`config.mk`:
```
export PLATFORM = sky130hd
export DESIGN_NAME = lpm_link_fsm
export DESIGN_NICKNAME = d
export VERILOG_FILES = /design/src/rtl/lpm_pkg.sv /design/src/rtl/lpm_counter.sv /design/src/rtl/lpm_rx_decode.sv /design/src/rtl/lpm_link_fsm.sv
export SDC_FILE = /design/constraint.sdc
export NUM_CORES = 1
export LEC_CHECK = 0
export BUFFER_PORTS_ARGS = -buffer_cell sky130_fd_sc_hd__clkbuf_2
export CORE_UTILIZATION = 35
export DETAILED_ROUTE_END_ITERATION = 7
export GPL_ROUTABILITY_DRIVEN = 0
export GPL_TIMING_DRIVEN = 0
export RECOVER_POWER = 100
export SYNTH_ARGS = -nofsm -noshare
export SYNTH_HDL_FRONTEND = slang
export SYNTH_SLANG_ARGS = --single-unit
export TNS_END_PERCENT = 10
```
`constraint.sdc`:
```
create_clock -name clk_i -period 3.1 [get_ports clk_i]
set_input_delay 0.465 -clock clk_i [delete_from_list [all_inputs] [get_ports clk_i]]
set_output_delay 0.465 -clock clk_i [all_outputs]
set_load 0.01 [all_outputs]
```
`src/rtl/lpm_pkg.sv`:
```
package lpm_pkg;
  typedef enum logic [2:0] {
    PRIM_NONE  = 3'd0,
    PRIM_REQ_P = 3'd1,
    PRIM_REQ_S = 3'd2,
    PRIM_ACK   = 3'd3,
    PRIM_NAK   = 3'd4
  } prim_e;

  typedef enum logic [1:0] {
    LINK_ACTIVE  = 2'd0,
    LINK_PARTIAL = 2'd1,
    LINK_SLUMBER = 2'd2
  } link_e;

  typedef enum logic [2:0] {
    ST_ACTIVE,
    ST_WAIT,
    ST_ACK,
    ST_NAK,
    ST_PARTIAL,
    ST_SLUMBER
  } fsm_e;
endpackage

```
`src/rtl/lpm_counter.sv`:
```
module lpm_counter #(
  parameter int W = 4
) (
  input  logic         clk_i,
  input  logic         rst_ni,
  input  logic         clr_i,
  input  logic         en_i,
  output logic [W-1:0] cnt_o
);
  always_ff @(posedge clk_i or negedge rst_ni) begin
    if (!rst_ni)    cnt_o <= '0;
    else if (clr_i) cnt_o <= '0;
    else if (en_i)  cnt_o <= cnt_o + 1'b1;
  end
endmodule

```
`src/rtl/lpm_rx_decode.sv`:
```
module lpm_rx_decode
  import lpm_pkg::*;
(
  input  logic [2:0] code_i,
  output logic       is_req_o,
  output logic       req_slm_o,
  output logic       is_ack_o,
  output logic       is_nak_o
);
  always_comb begin
    is_req_o  = (code_i == PRIM_REQ_P) || (code_i == PRIM_REQ_S);
    req_slm_o = (code_i == PRIM_REQ_S);
    is_ack_o  = (code_i == PRIM_ACK);
    is_nak_o  = (code_i == PRIM_NAK);
  end
endmodule

```
`src/rtl/lpm_link_fsm.sv`:
```
module lpm_link_fsm
  import lpm_pkg::*;
#(
  parameter bit IS_HOST    = 1'b1,
  parameter bit ALWAYS_ACK = 1'b0,
  parameter int ACK_COUNT  = 4,
  parameter int TIMEOUT    = 64
) (
  input  logic       clk_i,
  input  logic       rst_ni,
  input  logic       req_partial_i,
  input  logic       req_slumber_i,
  input  logic       wake_i,
  input  logic       reject_i,
  input  logic       aps_en_i,
  input  logic [2:0] rx_prim_i,
  input  logic       rx_wake_i,
  output logic [2:0] tx_prim_o,
  output logic       tx_wake_o,
  output logic [1:0] link_state_o,
  output logic       phy_pd_o
);
  localparam int MAXC = (TIMEOUT > ACK_COUNT) ? TIMEOUT : ACK_COUNT;
  localparam int CW   = $clog2(MAXC + 1);

  fsm_e        st_q, st_d;
  logic        tgt_slm_q, tgt_slm_d;
  logic        wake_d;
  logic        rx_req, rx_slm, rx_ack, rx_nak;
  logic        cnt_clr, cnt_en;
  logic [CW-1:0] cnt;
  logic        accept;
  logic        local_req;

  lpm_rx_decode u_dec (
    .code_i   (rx_prim_i),
    .is_req_o (rx_req),
    .req_slm_o(rx_slm),
    .is_ack_o (rx_ack),
    .is_nak_o (rx_nak)
  );

  lpm_counter #(.W(CW)) u_cnt (
    .clk_i (clk_i),
    .rst_ni(rst_ni),
    .clr_i (cnt_clr),
    .en_i  (cnt_en),
    .cnt_o (cnt)
  );

  assign accept    = ALWAYS_ACK ? 1'b1 : !reject_i;
  assign local_req = req_partial_i || req_slumber_i;
  assign cnt_en    = (st_q == ST_WAIT) || (st_q == ST_ACK);
  assign cnt_clr   = (st_d != st_q);

  always_comb begin
    st_d      = st_q;
    tgt_slm_d = tgt_slm_q;
    wake_d    = 1'b0;
    unique case (st_q)
      ST_ACTIVE: begin
        if (rx_req && (!IS_HOST || !local_req)) begin
          tgt_slm_d = rx_slm;
          st_d      = accept ? ST_ACK : ST_NAK;
        end else if (local_req) begin
          tgt_slm_d = req_slumber_i;
          st_d      = ST_WAIT;
        end
      end
      ST_WAIT: begin
        if (rx_ack)                   st_d = tgt_slm_q ? ST_SLUMBER : ST_PARTIAL;
        else if (rx_nak)              st_d = ST_ACTIVE;
        else if (rx_req && !IS_HOST) begin
          tgt_slm_d = rx_slm;
          st_d      = accept ? ST_ACK : ST_NAK;
        end
        else if (cnt == CW'(TIMEOUT - 1)) st_d = ST_ACTIVE;
      end
      ST_ACK: if (cnt == CW'(ACK_COUNT - 1)) st_d = tgt_slm_q ? ST_SLUMBER : ST_PARTIAL;
      ST_NAK: st_d = ST_ACTIVE;
      ST_PARTIAL, ST_SLUMBER: begin
        if (wake_i) begin
          st_d   = ST_ACTIVE;
          wake_d = 1'b1;
        end else if (rx_wake_i) begin
          st_d = ST_ACTIVE;
        end else if (st_q == ST_PARTIAL && aps_en_i && req_slumber_i) begin
          st_d = ST_SLUMBER;  // implicit move, nothing sent
        end
      end
      default: st_d = ST_ACTIVE;
    endcase
  end

  always_ff @(posedge clk_i or negedge rst_ni) begin
    if (!rst_ni) begin
      st_q      <= ST_ACTIVE;
      tgt_slm_q <= 1'b0;
      tx_wake_o <= 1'b0;
    end else begin
      st_q      <= st_d;
      tgt_slm_q <= tgt_slm_d;
      tx_wake_o <= wake_d;
    end
  end

  always_comb begin
    tx_prim_o    = PRIM_NONE;
    link_state_o = LINK_ACTIVE;
    phy_pd_o     = 1'b0;
    case (st_q)
      ST_WAIT:    tx_prim_o = tgt_slm_q ? PRIM_REQ_S : PRIM_REQ_P;
      ST_ACK:     tx_prim_o = PRIM_ACK;
      ST_NAK:     tx_prim_o = PRIM_NAK;
      ST_PARTIAL: begin link_state_o = LINK_PARTIAL; phy_pd_o = 1'b1; end
      ST_SLUMBER: begin link_state_o = LINK_SLUMBER; phy_pd_o = 1'b1; end
      default: ;
    endcase
  end

  assert_pd_after_ack_R3: assert property (@(posedge clk_i) disable iff (!rst_ni)
    $rose(phy_pd_o) |-> ($past(tx_prim_o) == PRIM_ACK) || $past(rx_ack));

  assert_nak_stays_active_R4: assert property (@(posedge clk_i) disable iff (!rst_ni)
    (st_q == ST_WAIT) && rx_nak |=> !phy_pd_o && (link_state_o == LINK_ACTIVE));

  assert_quiet_low_power_R8: assert property (@(posedge clk_i) disable iff (!rst_ni)
    phy_pd_o |-> (tx_prim_o == PRIM_NONE));

  assert_no_direct_p2s_R9: assert property (@(posedge clk_i) disable iff (!rst_ni)
    (link_state_o == LINK_PARTIAL) && !aps_en_i |=> (link_state_o != LINK_SLUMBER));

  assert_wake_to_active_R10: assert property (@(posedge clk_i) disable iff (!rst_ni)
    phy_pd_o && (wake_i || rx_wake_i) |=> (link_state_o == LINK_ACTIVE) && !phy_pd_o);

  generate
    if (ALWAYS_ACK) begin : g_never_nak
      assert_never_nak_R7: assert property (@(posedge clk_i) disable iff (!rst_ni)
        tx_prim_o != PRIM_NAK);
    end
    if (IS_HOST) begin : g_host_wins
      assert_host_keeps_request_R11: assert property (@(posedge clk_i) disable iff (!rst_ni)
        (st_q == ST_WAIT) && rx_req && !rx_ack |=> (tx_prim_o != PRIM_ACK));
    end
  endgenerate
endmodule

```
==> impl_results.md, run 1 <==
- Status: finished, final reports clean
- Logic pwr share: 0.459
- Synth warn: 0
- Register Area: 300.3 um^2
- DR pass1 iterations: 4
- # diodes: 0
- Max_cap viols: 0
- Initial core utilization: 0.3725
- Post-Syn Nets: 106
- Clk slew on worst S/H paths: 0.09 ns
- Layout Skew: 0.01448 ns
- Post-synthesis async set-or-reset flop share: 1.000
- Area Overhead vs Synth: 14.89%
- Ys flop type: dfrtp_1
- Adder-Cell Fraction of Synth Area: 0.01504
- Post-synthesis compound-gate area fraction: 0.2090
- Seq/Total Area, Yosys: 0.3609
- Nets: 128
- Sequential share of power: 0.334
- Largest net degree at the start of global routing: 13
- Placed Cells: 139
- Post-route cell area: approximately 960 um^2
- First-pass GRT wire length: 3160 um
- Final TNS setup: 0 ns
- CP cell instances: or4_1 -> o32ai_1 -> nand3_2 -> a311o_1 -> a21oi_1
- Crit path max-delay cell type: or4_1
- Vias: 750
- Routed WL: 1841 um
- Synth Cell Area: 832.0 um^2
- Total die area: ~0.0026 mm^2
- Worst setup SP type: register
- # resized after CTS: 0
- IO Pins: 18
- Highest clock rate: 0.4303 GHz
- Post-route ant nets: 0
- Vias in the first global route: 730
- Yosys reg bits: 12
- CTS Sinks: 12
- Slew of the pin with the lowest slew margin: 0.7148 ns
- Fill count: 225
- Post-Synthesis Cells: 94
- CP Class: reg2reg
- Slew headroom: 0.5167
- Cell Area, Placed: 952.2 um^2
- Tot Pwr: 0.6211 mW
- Clock Tree Buf Depth: 2
- Post-Synth Simple-Gate Area: 0.2977
- Final core occ: 0.4280
- Final Max Tran Viols: 0
- Multi-input gate area: 483.0 um^2
- Per-cell routed wire length: 12.87 um
- Layout cell share with drive strength beyond 1: 0.1391
- Pre-CTS setup slack: 0.8202 ns
- Final WS setup: 0.7763 ns
- CP required: 3.29 ns
- Final hold vios: 0
- Initial antenna violation count: 0
- TritonCTS clock tree: done
- Worst path max stage delay: just under 0.6 ns
- Die height: 50.76 um
- Final Cycle Share: 0.7496
- Non-Filler Instances: 143
- Internal: ~0.37 mW
- Clk pwr share: 0.207
- Crit Path Max Fanout: 7
- Pwr Density: 649.7 mW/mm^2
- # rows: 17
- CTS root buffer: clkbuf_4
- Number of port buffers: 17
- Post-CTS setup buffers: 0
- Largest family of logic cells by synthesized area: simple AND/OR/NAND/NOR gates
- Gr ovfl total: 0
- Setup violators final: 0
- P_sw: 0.2557 mW
- CTS Buf Count: 3
- Clk_lat worst skew: around 0.28 ns
- Final min period: ~2.3 ns
- Hold Path Class: in2async
- Worst path arrival time: 2.52 ns
- Final hold slack: 0.1768 ns
- Mux share of post-synthesis cell area: 0.01203
- RSZ-0062 raised after global routing: false
- Detailed placement HPWL: between 1000 and 1500 um
- Post-synthesis xor/xnor area fraction: 0.07368
- GRT Total Usage: 0.1682
- Count of unique library cells instantiated by Yosys: 35
- H-tree lvl count: 1
- Post-CTS Hold Buffers: 0
- Peak VDD IR: 295.2 uV
- Leak pwr: 0.3775 nW
- Crit end category: register
- DR iter-0 viols: 14
- DR vias/cell: 5.245
- Avg Cell Area, Syn: 8.852 um^2
- Switch share: 0.4118
- DRC viols: 0
- Number of flops mapped to enable cells by yosys: 0
- Core outline area: 0.002233 mm^2
- Die width: 50.76 um
## logic make-up (layout without fill, tap and decap cells)
logic type,count (synthesis),after routing
adders and majority gates,1,1
muxes,1,1
DFF,12,12
buffers and inverters,7,28
xor gates and xnor gates,7,7
AOI/OAI and AO/OA,24,24
and+or+nand+nor,42,42
## synthesized netlist by cell type (2+ instances only)
| library cell | count | area, um^2 |
|---|---|---|
| nand3_1 | 3 | 15.01 |
| nand3b_1 | 2 | 15.01 |
| nand2b_1 | 2 | 12.51 |
| nand2_1 | 5 | 18.77 |
| o21a_1 | 2 | 15.01 |
| nor3b_1 | 3 | 22.52 |
| o21ai_0 | 3 | 15.01 |
| and2_1 | 2 | 12.51 |
| xnor2_1 | 7 | 61.31 |
| nor3_1 | 4 | 20.02 |
| nor4b_1 | 2 | 17.52 |
| a21oi_1 | 11 | 55.05 |
| dfrtp_1 | 12 | 300.3 |
| nor2_1 | 9 | 33.78 |
| clkbuf_1 | 4 | 15.01 |
| or3_1 | 2 | 12.51 |
| inv_1 | 3 | 11.26 |
## per-layer routing
| metal | vias up | track usage | share of wire |
|---|---|---|---|
| li1 | 387 | - | - |
| met1 | 342 | 0.1989 | 0.48 |
| met2 | 19 | 0.2844 | 0.47 |
| met3 | 2 | 0.05455 | 0.046 |
| met4 | 0 | 0.05556 | 0.0065 |
| met5 | - | 0 | 0 |
## sequential cells by signal (all words and copies together), names as in the netlist
register / flops
u_cnt.cnt_o: 7
st_q: 3
tgt_slm_q: 1
tx_wake_o: 1
## critical path: cells and delay by family (launching register included)
family           cells  cell delay (ns)
flip-flops           1             0.42
AO/OA/AOI/OAI        3             1.09
AND/OR/NAND/NOR      2             0.73
## power groups by stage
stage	clock network [mW]	logic (mW)	registers (mW)
global route	0.144	0.323	0.213
global placement	0	0.294	0.210
floorplan	0	0.223	0.205
finish	0.128	0.285	0.207
CTS	0.134	0.301	0.207
detailed placement	0	0.300	0.210
## layout by cell type (no fill, tap or decap), types with 2 or more instances in the layout
| cell type | instances |
|---|---|
| clkbuf_1 | 12 |
| dfrtp_1 | 12 |
| a21oi_1 | 11 |
| nor2_1 | 9 |
| clkbuf_2 | 9 |
| xnor2_1 | 7 |
| nand2_1 | 5 |
| nor3_1 | 4 |
| o21ai_0 | 3 |
| nor3b_1 | 3 |
| inv_1 | 3 |
| nand3_1 | 3 |
| clkbuf_4 | 3 |
| or4_1 | 2 |
| o21a_1 | 2 |
| nand3b_1 | 2 |
| nand2b_1 | 2 |
| or3_1 | 2 |
| nor4b_1 | 2 |
## cell type report
cell class / instances / share of cell area
tap: 28 / 0.03665
sequential: 12 / 0.3141
buffer: 4 / 0.01571
timing repair buffer: 17 / 0.07853
clock buffer: 4 / 0.03796
inverter: 3 / 0.01178
multi-input combinational: 75 / 0.5052
## path summary, 6_finish.rpt
check | end | slack (ns) | depth (start not counted) | from
max | u_cnt.cnt_o[5] | 0.78 | 5 | u_cnt.cnt_o[2]
min | tx_wake_o | 0.18 | 1 | rst_ni
max reg2reg | u_cnt.cnt_o[5] | 0.78 | 5 | u_cnt.cnt_o[2]
min reg2reg | u_cnt.cnt_o[6] | 0.56 | 2 | u_cnt.cnt_o[6]
max in group asynchronous | u_cnt.cnt_o[5] | 2.48 | 1 | rst_ni
min in group clk_i | tx_wake_o | 0.41 | 2 | wake_i
No activity file was read; power rests on OpenSTA's default activity.
==> run 2, diff against run 1 <==
==> constraint.sdc (replaced) <==
create_clock -name clk_i -period 1.9 [get_ports clk_i]
set_input_delay 0.285 -clock clk_i [delete_from_list [all_inputs] [get_ports clk_i]]
set_output_delay 0.285 -clock clk_i [all_outputs]
set_load 0.01 [all_outputs]
==> run 2 against run 1 <==
The run now ends with negative setup slack left. Final area up 15%. Global-route usage grew 0.33 points. Largest power group unchanged. Clock skew is 0.0092 ns lower. Largest cell class unchanged.
==> impl_results.md, run 2 (synthesis gave the netlist of run 1 again) <==
- Non-Filler Instances: 151 (+5.6%)
- Top flop regs: u_cnt.cnt_o x7, st_q x3
- Crit path max-delay cell type: or4_4
- Final TNS setup: -1.116 ns (-1.116 ns)
- Number of flip-flops in the largest register: 7 (unchanged)
- Pre-CTS setup slack: -0.2429 ns (-1.063 ns)
- Crit end category: register
- Status: complete, but fails checks
- Worst setup SP type: register
- Reg2Reg Depth: 5 (unchanged)
- DR iter-0 viols: 17 (+3)
- Final WS setup: -0.1842 ns (-0.9605 ns)
- Tot Pwr: 1.131 mW (+82%)
- Peak VDD IR: 561.8 uV (+90%)
- Nets: 136 (+6.3%)
- Post-route ant nets: 0 (unchanged)
- CP required: 2.11 ns (-1.18 ns)
- # rows: 17 (unchanged)
- Per-cell routed wire length: 12.77 um (-0.82%)
- Clock Tree Buf Depth: 2 (unchanged)
- Initial antenna violation count: 0 (unchanged)
- Clk slew on worst S/H paths: 0.08 ns (about the same)
- Final Cycle Share: 1.097 (+0.3474)
- Register Area: 300.3 um^2 (unchanged)
- Die width: 50.76 um (unchanged)
- Layout cell share with drive strength beyond 1: 0.3577 (+0.2186)
- Vias: 820 (+9.3%)
- Area Overhead vs Synth: 31.88%
- Multi-input gate area: 551.8 um^2 (+14%)
- Crit Path Max Fanout: 7 (unchanged)
- TritonCTS clock tree: done
- Leak pwr: 0.4480 nW (+19%)
- CP bufs+invs: 0 (unchanged)
- Worst path arrival time: 2.29 ns (-0.23 ns)
- Pwr Density: 1031 mW/mm^2 (+59%)
- Gr ovfl total: 0 (unchanged)
- Final Max Tran Viols: 0 (unchanged)
- CTS root buffer: clkbuf_4
- GRT Total Usage: 0.1715 (+0.003271)
- Setup violators final: 7 (+7)
- Final min period: 2.084 ns (-0.2395 ns)
- CP top delay family: compound AO/OA/AOI/OAI gates
- Core outline area: 0.002233 mm^2 (unchanged)
- Slew headroom: 0.5668 (+0.05005)
- Largest reg by FF count: u_cnt.cnt_o
- H-tree lvl count: 1 (unchanged)
- WP depth: 5 (unchanged)
- First-pass GRT wire length: 3187 um (+0.85%)
- CTS Sinks: 12 (unchanged)
- Detailed placement HPWL: 1316 um (-6.2%)
- Die height: 50.76 um (unchanged)
- Final core occ: 0.4913 (+0.06331)
- Hold Path Class: in2reg
- Highest clock rate: 0.4798 GHz (+11%)
- Hold Path Cell Cnt: 2
- Worst path max stage delay: 0.57 ns (-0.02 ns)
- IO Pins: 18 (unchanged)
- Commonest non-fill, non-tap cells in the layout: 17 x clkbuf_2, 12 x dfrtp_1, 9 x nor2_1
- DR pass1 iterations: 6 (+2)
- Number of port buffers: 17 (unchanged)
- Routed WL: 1928 um (+4.7%)
- CP Class: reg2reg
- Commonest non-fill, non-tap cell in the layout: clkbuf_2
- Clk_lat worst skew: 0.28 ns (about the same)
- DR vias/cell: 5.430 (+3.5%)
- Total die area: 0.002576 mm^2 (unchanged)
- Max_cap viols: 0 (unchanged)
- Placed Cells: 139 (unchanged)
- Layout Skew: 0.005311 ns (-0.009167 ns)
- Final hold vios: 0 (unchanged)
- Initial core utilization: 0.3725 (unchanged)
- CP cell instances: or4_4 -> o32ai_4 -> nand3_2 -> a311o_2 -> a21oi_2
- # diodes: 0 (unchanged)
- Largest net degree at the start of global routing: 13 (unchanged)
- Slew of the pin with the lowest slew margin: 0.6498 ns (-0.06500 ns)
- CTS Buf Count: 3 (unchanged)
- RSZ-0062 raised after global routing: true
- Failing checks: negative setup slack
- Vias in the first global route: 727 (-0.41%)
- Fill count: 223 (-0.89%)
- DRC viols: 0 (unchanged)
run 2: per-stage QoR:
| step | hold slack, ns | instance area (um^2) |
|---|---|---|
| floorplan | -0.01059 | 832.0 |
| global placement | 0.1897 | 952.2 |
| detailed placement | 0.1909 | 952.2 |
| CTS | 0.2460 | 1061 |
| global route | 0.2820 | 1097 |
| finish | 0.2551 | 1097 |
run 2: what timing repair did:
| action | 4_1_cts | 5_1_grt |
|---|---|---|
| setup buffers | 5 | 2 |
| pin swaps | 3 | 4 |
| hold buffers | 1 | 0 |
| endpoints found under the hold margin | 12 | 0 |
| resized for setup | 7 | 9 |
| setup endpoints to repair | 7 | 9 |
run 2: area by class of cell:
type / instances / share of cell area
plain buffers: 4 / 0.01596
inverters: 3 / 0.01026
clock buffers: 4 / 0.03307
well taps: 28 / 0.03193
multi-input cells: 75 / 0.5029
flip-flops and latches: 12 / 0.2737
repair buffers: 25 / 0.1323
run 2: metal layers:
metal / wire length [um] / share of wire / up-vias / track usage
met5: 0 / 0 / - / 0
met4: 35 / 0.018 / 0 / 0.08333
met3: 81 / 0.042 / 4 / 0.05455
met2: 896 / 0.46 / 22 / 0.2778
met1: 914 / 0.47 / 387 / 0.2030
li1: - / - / 407 / -
run 2: final timing paths:
check                               start              to  slack, ns
setup / recovery           u_cnt.cnt_o[3]  u_cnt.cnt_o[1]      -0.18
hold / removal                     wake_i       tx_wake_o       0.26
setup reg to reg           u_cnt.cnt_o[3]  u_cnt.cnt_o[1]      -0.18
hold reg to reg            u_cnt.cnt_o[6]  u_cnt.cnt_o[6]       0.58
max in group asynchronous          rst_ni  u_cnt.cnt_o[0]       0.94
min in group asynchronous          rst_ni       tx_wake_o       0.54
run 2: power by group:
group          internal, mW  switching, mW  total [mW]  leakage [nW]
Combinational         0.237          0.345       0.582         0.266
Clock                 0.117         0.0926       0.209        0.0210
Sequential            0.299         0.0410       0.340         0.161
==> run 3, diff against run 2 <==
--- a/config.mk
+++ b/config.mk
@@ -6,10 +6,13 @@
 export NUM_CORES = 1
 export LEC_CHECK = 0
 export BUFFER_PORTS_ARGS = -buffer_cell sky130_fd_sc_hd__clkbuf_2
+export CELL_PAD_IN_SITES_DETAIL_PLACEMENT = 0
+export CELL_PAD_IN_SITES_GLOBAL_PLACEMENT = 1
 export CORE_UTILIZATION = 35
 export DETAILED_ROUTE_END_ITERATION = 7
 export GPL_ROUTABILITY_DRIVEN = 0
 export GPL_TIMING_DRIVEN = 0
+export PLACE_DENSITY_LB_ADDON = 0.1
 export RECOVER_POWER = 100
 export SYNTH_ARGS = -nofsm -noshare
 export SYNTH_HDL_FRONTEND = slang
==> run 3 against run 2 <==
The run still ends with negative setup slack left. Routed wire length is 2.6% higher. Final area is 3.6% lower. Sequential power is 1% higher. Combinational power is 2% lower. Largest power group unchanged. Highest routed layer unchanged.
==> impl_results.md, run 3 (synthesis gave the netlist of run 1 again) <==
- Leak pwr: 0.4304 nW (-3.9%)
- Nets: 134 (-1.5%)
- Slew headroom: 0.5741 (+0.007336)
- Post-route ant nets: 0 (unchanged)
- CP required: 2.09 ns (-0.02 ns)
- Routed WL: 1978 um (+2.6%)
- IO Pins: 18 (unchanged)
- # rows: 17 (unchanged)
- Peak VDD IR: 494.6 uV (-12%)
- Clock Tree Buf Depth: 2 (unchanged)
- DR pass1 iterations: 4 (-2)
- Number of port buffers: 17 (unchanged)
- Layout cell share with drive strength beyond 1: 0.3167 (-0.04106)
- Worst setup SP type: register
- CP top delay family: compound AO/OA/AOI/OAI gates
- Clk slew on worst S/H paths: 0.07 ns (about the same)
- Largest net degree at the start of global routing: 13 (unchanged)
- Post-route cell area: 0.001057 mm^2 (-3.6%)
- Pwr Density: 1008 mW/mm^2 (-2.2%)
- Die height: 50.76 um (unchanged)
- Vias in the first global route: 788 (+8.4%)
- Highest clock rate: 0.4855 GHz (+1.2%)
- GRT Total Usage: 0.1810 (+0.009433)
- RSZ-0062 raised after global routing: true
- Final TNS setup: -1.042 ns (+0.07393 ns)
- Fill count: 227 (+1.8%)
- Vias: 776 (-5.4%)
- Final Cycle Share: 1.084 (-0.01296)
- Largest reg by FF count: u_cnt.cnt_o
- Worst path max stage delay: 0.57 ns (about the same)
- Status: complete, but fails checks
- Top flop regs: u_cnt.cnt_o x7, st_q x3
- Core outline area: 0.002233 mm^2 (unchanged)
- Detailed placement HPWL: 1505 um (+14%)
- CTS root buffer: clkbuf_4
- First-pass GRT wire length: 3374 um (+5.9%)
- H-tree lvl count: 1 (unchanged)
- Crit Path Max Fanout: 7 (unchanged)
- Crit end category: register
- Final hold vios: 0 (unchanged)
- CTS Buf Count: 3 (unchanged)
- TritonCTS clock tree: done
- Clk_lat worst skew: 0.27 ns (about the same)
- Initial antenna violation count: 0 (unchanged)
- Non-Filler Instances: 148 (-2.0%)
- DRC viols: 0 (unchanged)
- Hold Path Class: in2reg
- Die width: 50.76 um (unchanged)
- DR vias/cell: 5.243 (-3.4%)
- Worst path arrival time: 2.25 ns (-0.04 ns)
- Final core occ: 0.4734 (-0.01793)
- Setup violators final: 7 (unchanged)
- Area Overhead vs Synth: 27.07%
- Placed Cells: 139 (unchanged)
- R2R Setup Slk: -0.16 ns (+0.02 ns)
- # diodes: 0 (unchanged)
- Final WS setup: -0.1596 ns (+0.02463 ns)
- Number of flip-flops in the largest register: 7 (unchanged)
- Per-cell routed wire length: 13.36 um (+4.7%)
- CTS Sinks: 12 (unchanged)
- CP Class: reg2reg
- Crit path max-delay cell type: or4_4
- Cell Area, Placed: 952.2 um^2 (unchanged)
- Max_cap viols: 0 (unchanged)
- Final hold slack: 0.2786 ns (+0.02353 ns)
- CP bufs+invs: 0 (unchanged)
- DR iter-0 viols: 5 (-12)
- Commonest non-fill, non-tap cells in the layout: 17 x clkbuf_2, 12 x dfrtp_1, 9 x nor2_1
- CP cell instances: or4_4 -> o32ai_4 -> nand3_2 -> a311o_2 -> a21oi_1
- Final Max Tran Viols: 0 (unchanged)
- Failing checks: negative setup slack
- Slew of the pin with the lowest slew margin: 0.6388 ns (-0.01100 ns)
- Final min period: 2.060 ns (-0.02463 ns)
- Gr ovfl total: 0 (unchanged)
- Commonest non-fill, non-tap cell in the layout: clkbuf_2
- Layout Skew: 0.002946 ns (-0.002364 ns)
- Total die area: 0.002576 mm^2 (unchanged)
- Initial core utilization: 0.3725 (unchanged)
[run 3: where the power goes]
part	switching (mW)	leakage [nW]	total [mW]	internal, mW
sequential	0.0458	0.161	0.345	0.300
clock	0.0763	0.0138	0.150	0.0733
combinational	0.336	0.256	0.571	0.235
[run 3: cell type report]
class                   instances  area [um^2]  area share
multi-input cells              75        540.5      0.5112
flip-flops and latches         12        300.3      0.2840
repair buffers                 23        130.1      0.1231
well taps                      28        35.03     0.03314
clock buffers                   3        22.52     0.02130
plain buffers                   4        17.52     0.01657
inverters                       3        11.26     0.01065
[run 3: final timing paths]
path | start | endpoint | depth (start not counted)
worst max-delay path | u_cnt.cnt_o[5] | u_cnt.cnt_o[2] | 5
worst min-delay path | wake_i | tx_wake_o | 2
worst max register to register | u_cnt.cnt_o[5] | u_cnt.cnt_o[2] | 5
worst min register to register | u_cnt.cnt_o[6] | u_cnt.cnt_o[6] | 2
max in group asynchronous | rst_ni | u_cnt.cnt_o[2] | 2
min in group asynchronous | rst_ni | u_cnt.cnt_o[3] | 2
[run 3: timing repair]
action / in CTS / in global routing
endpoints found under the hold margin: 12 / 0
gates cloned: 0 / 0
hold buffers: 1 / 0
buffers inserted: 3 / 2
pin swaps: 3 / 1
endpoints found under the setup margin: 7 / 9
resized for setup: 3 / 10
[run 3: per-layer routing]
metal,global-route usage,up-vias,wire length [um]
met1,0.2235,352,945
met3,0.03333,7,68
met4,0.1111,0,45
li1,-,403,-
met5,0,-,0
met2,0.2889,14,919
[run 3: per-stage QoR]
stage | setup slack (ns) | total power, mW
global placement | -0.2092 | 0.8422
CTS | -0.1727 | 1.033
global route | -0.2339 | 1.166
finish | -0.1596 | 1.066
detailed placement | -0.2451 | 0.8502
floorplan | -0.03257 | 0.6994
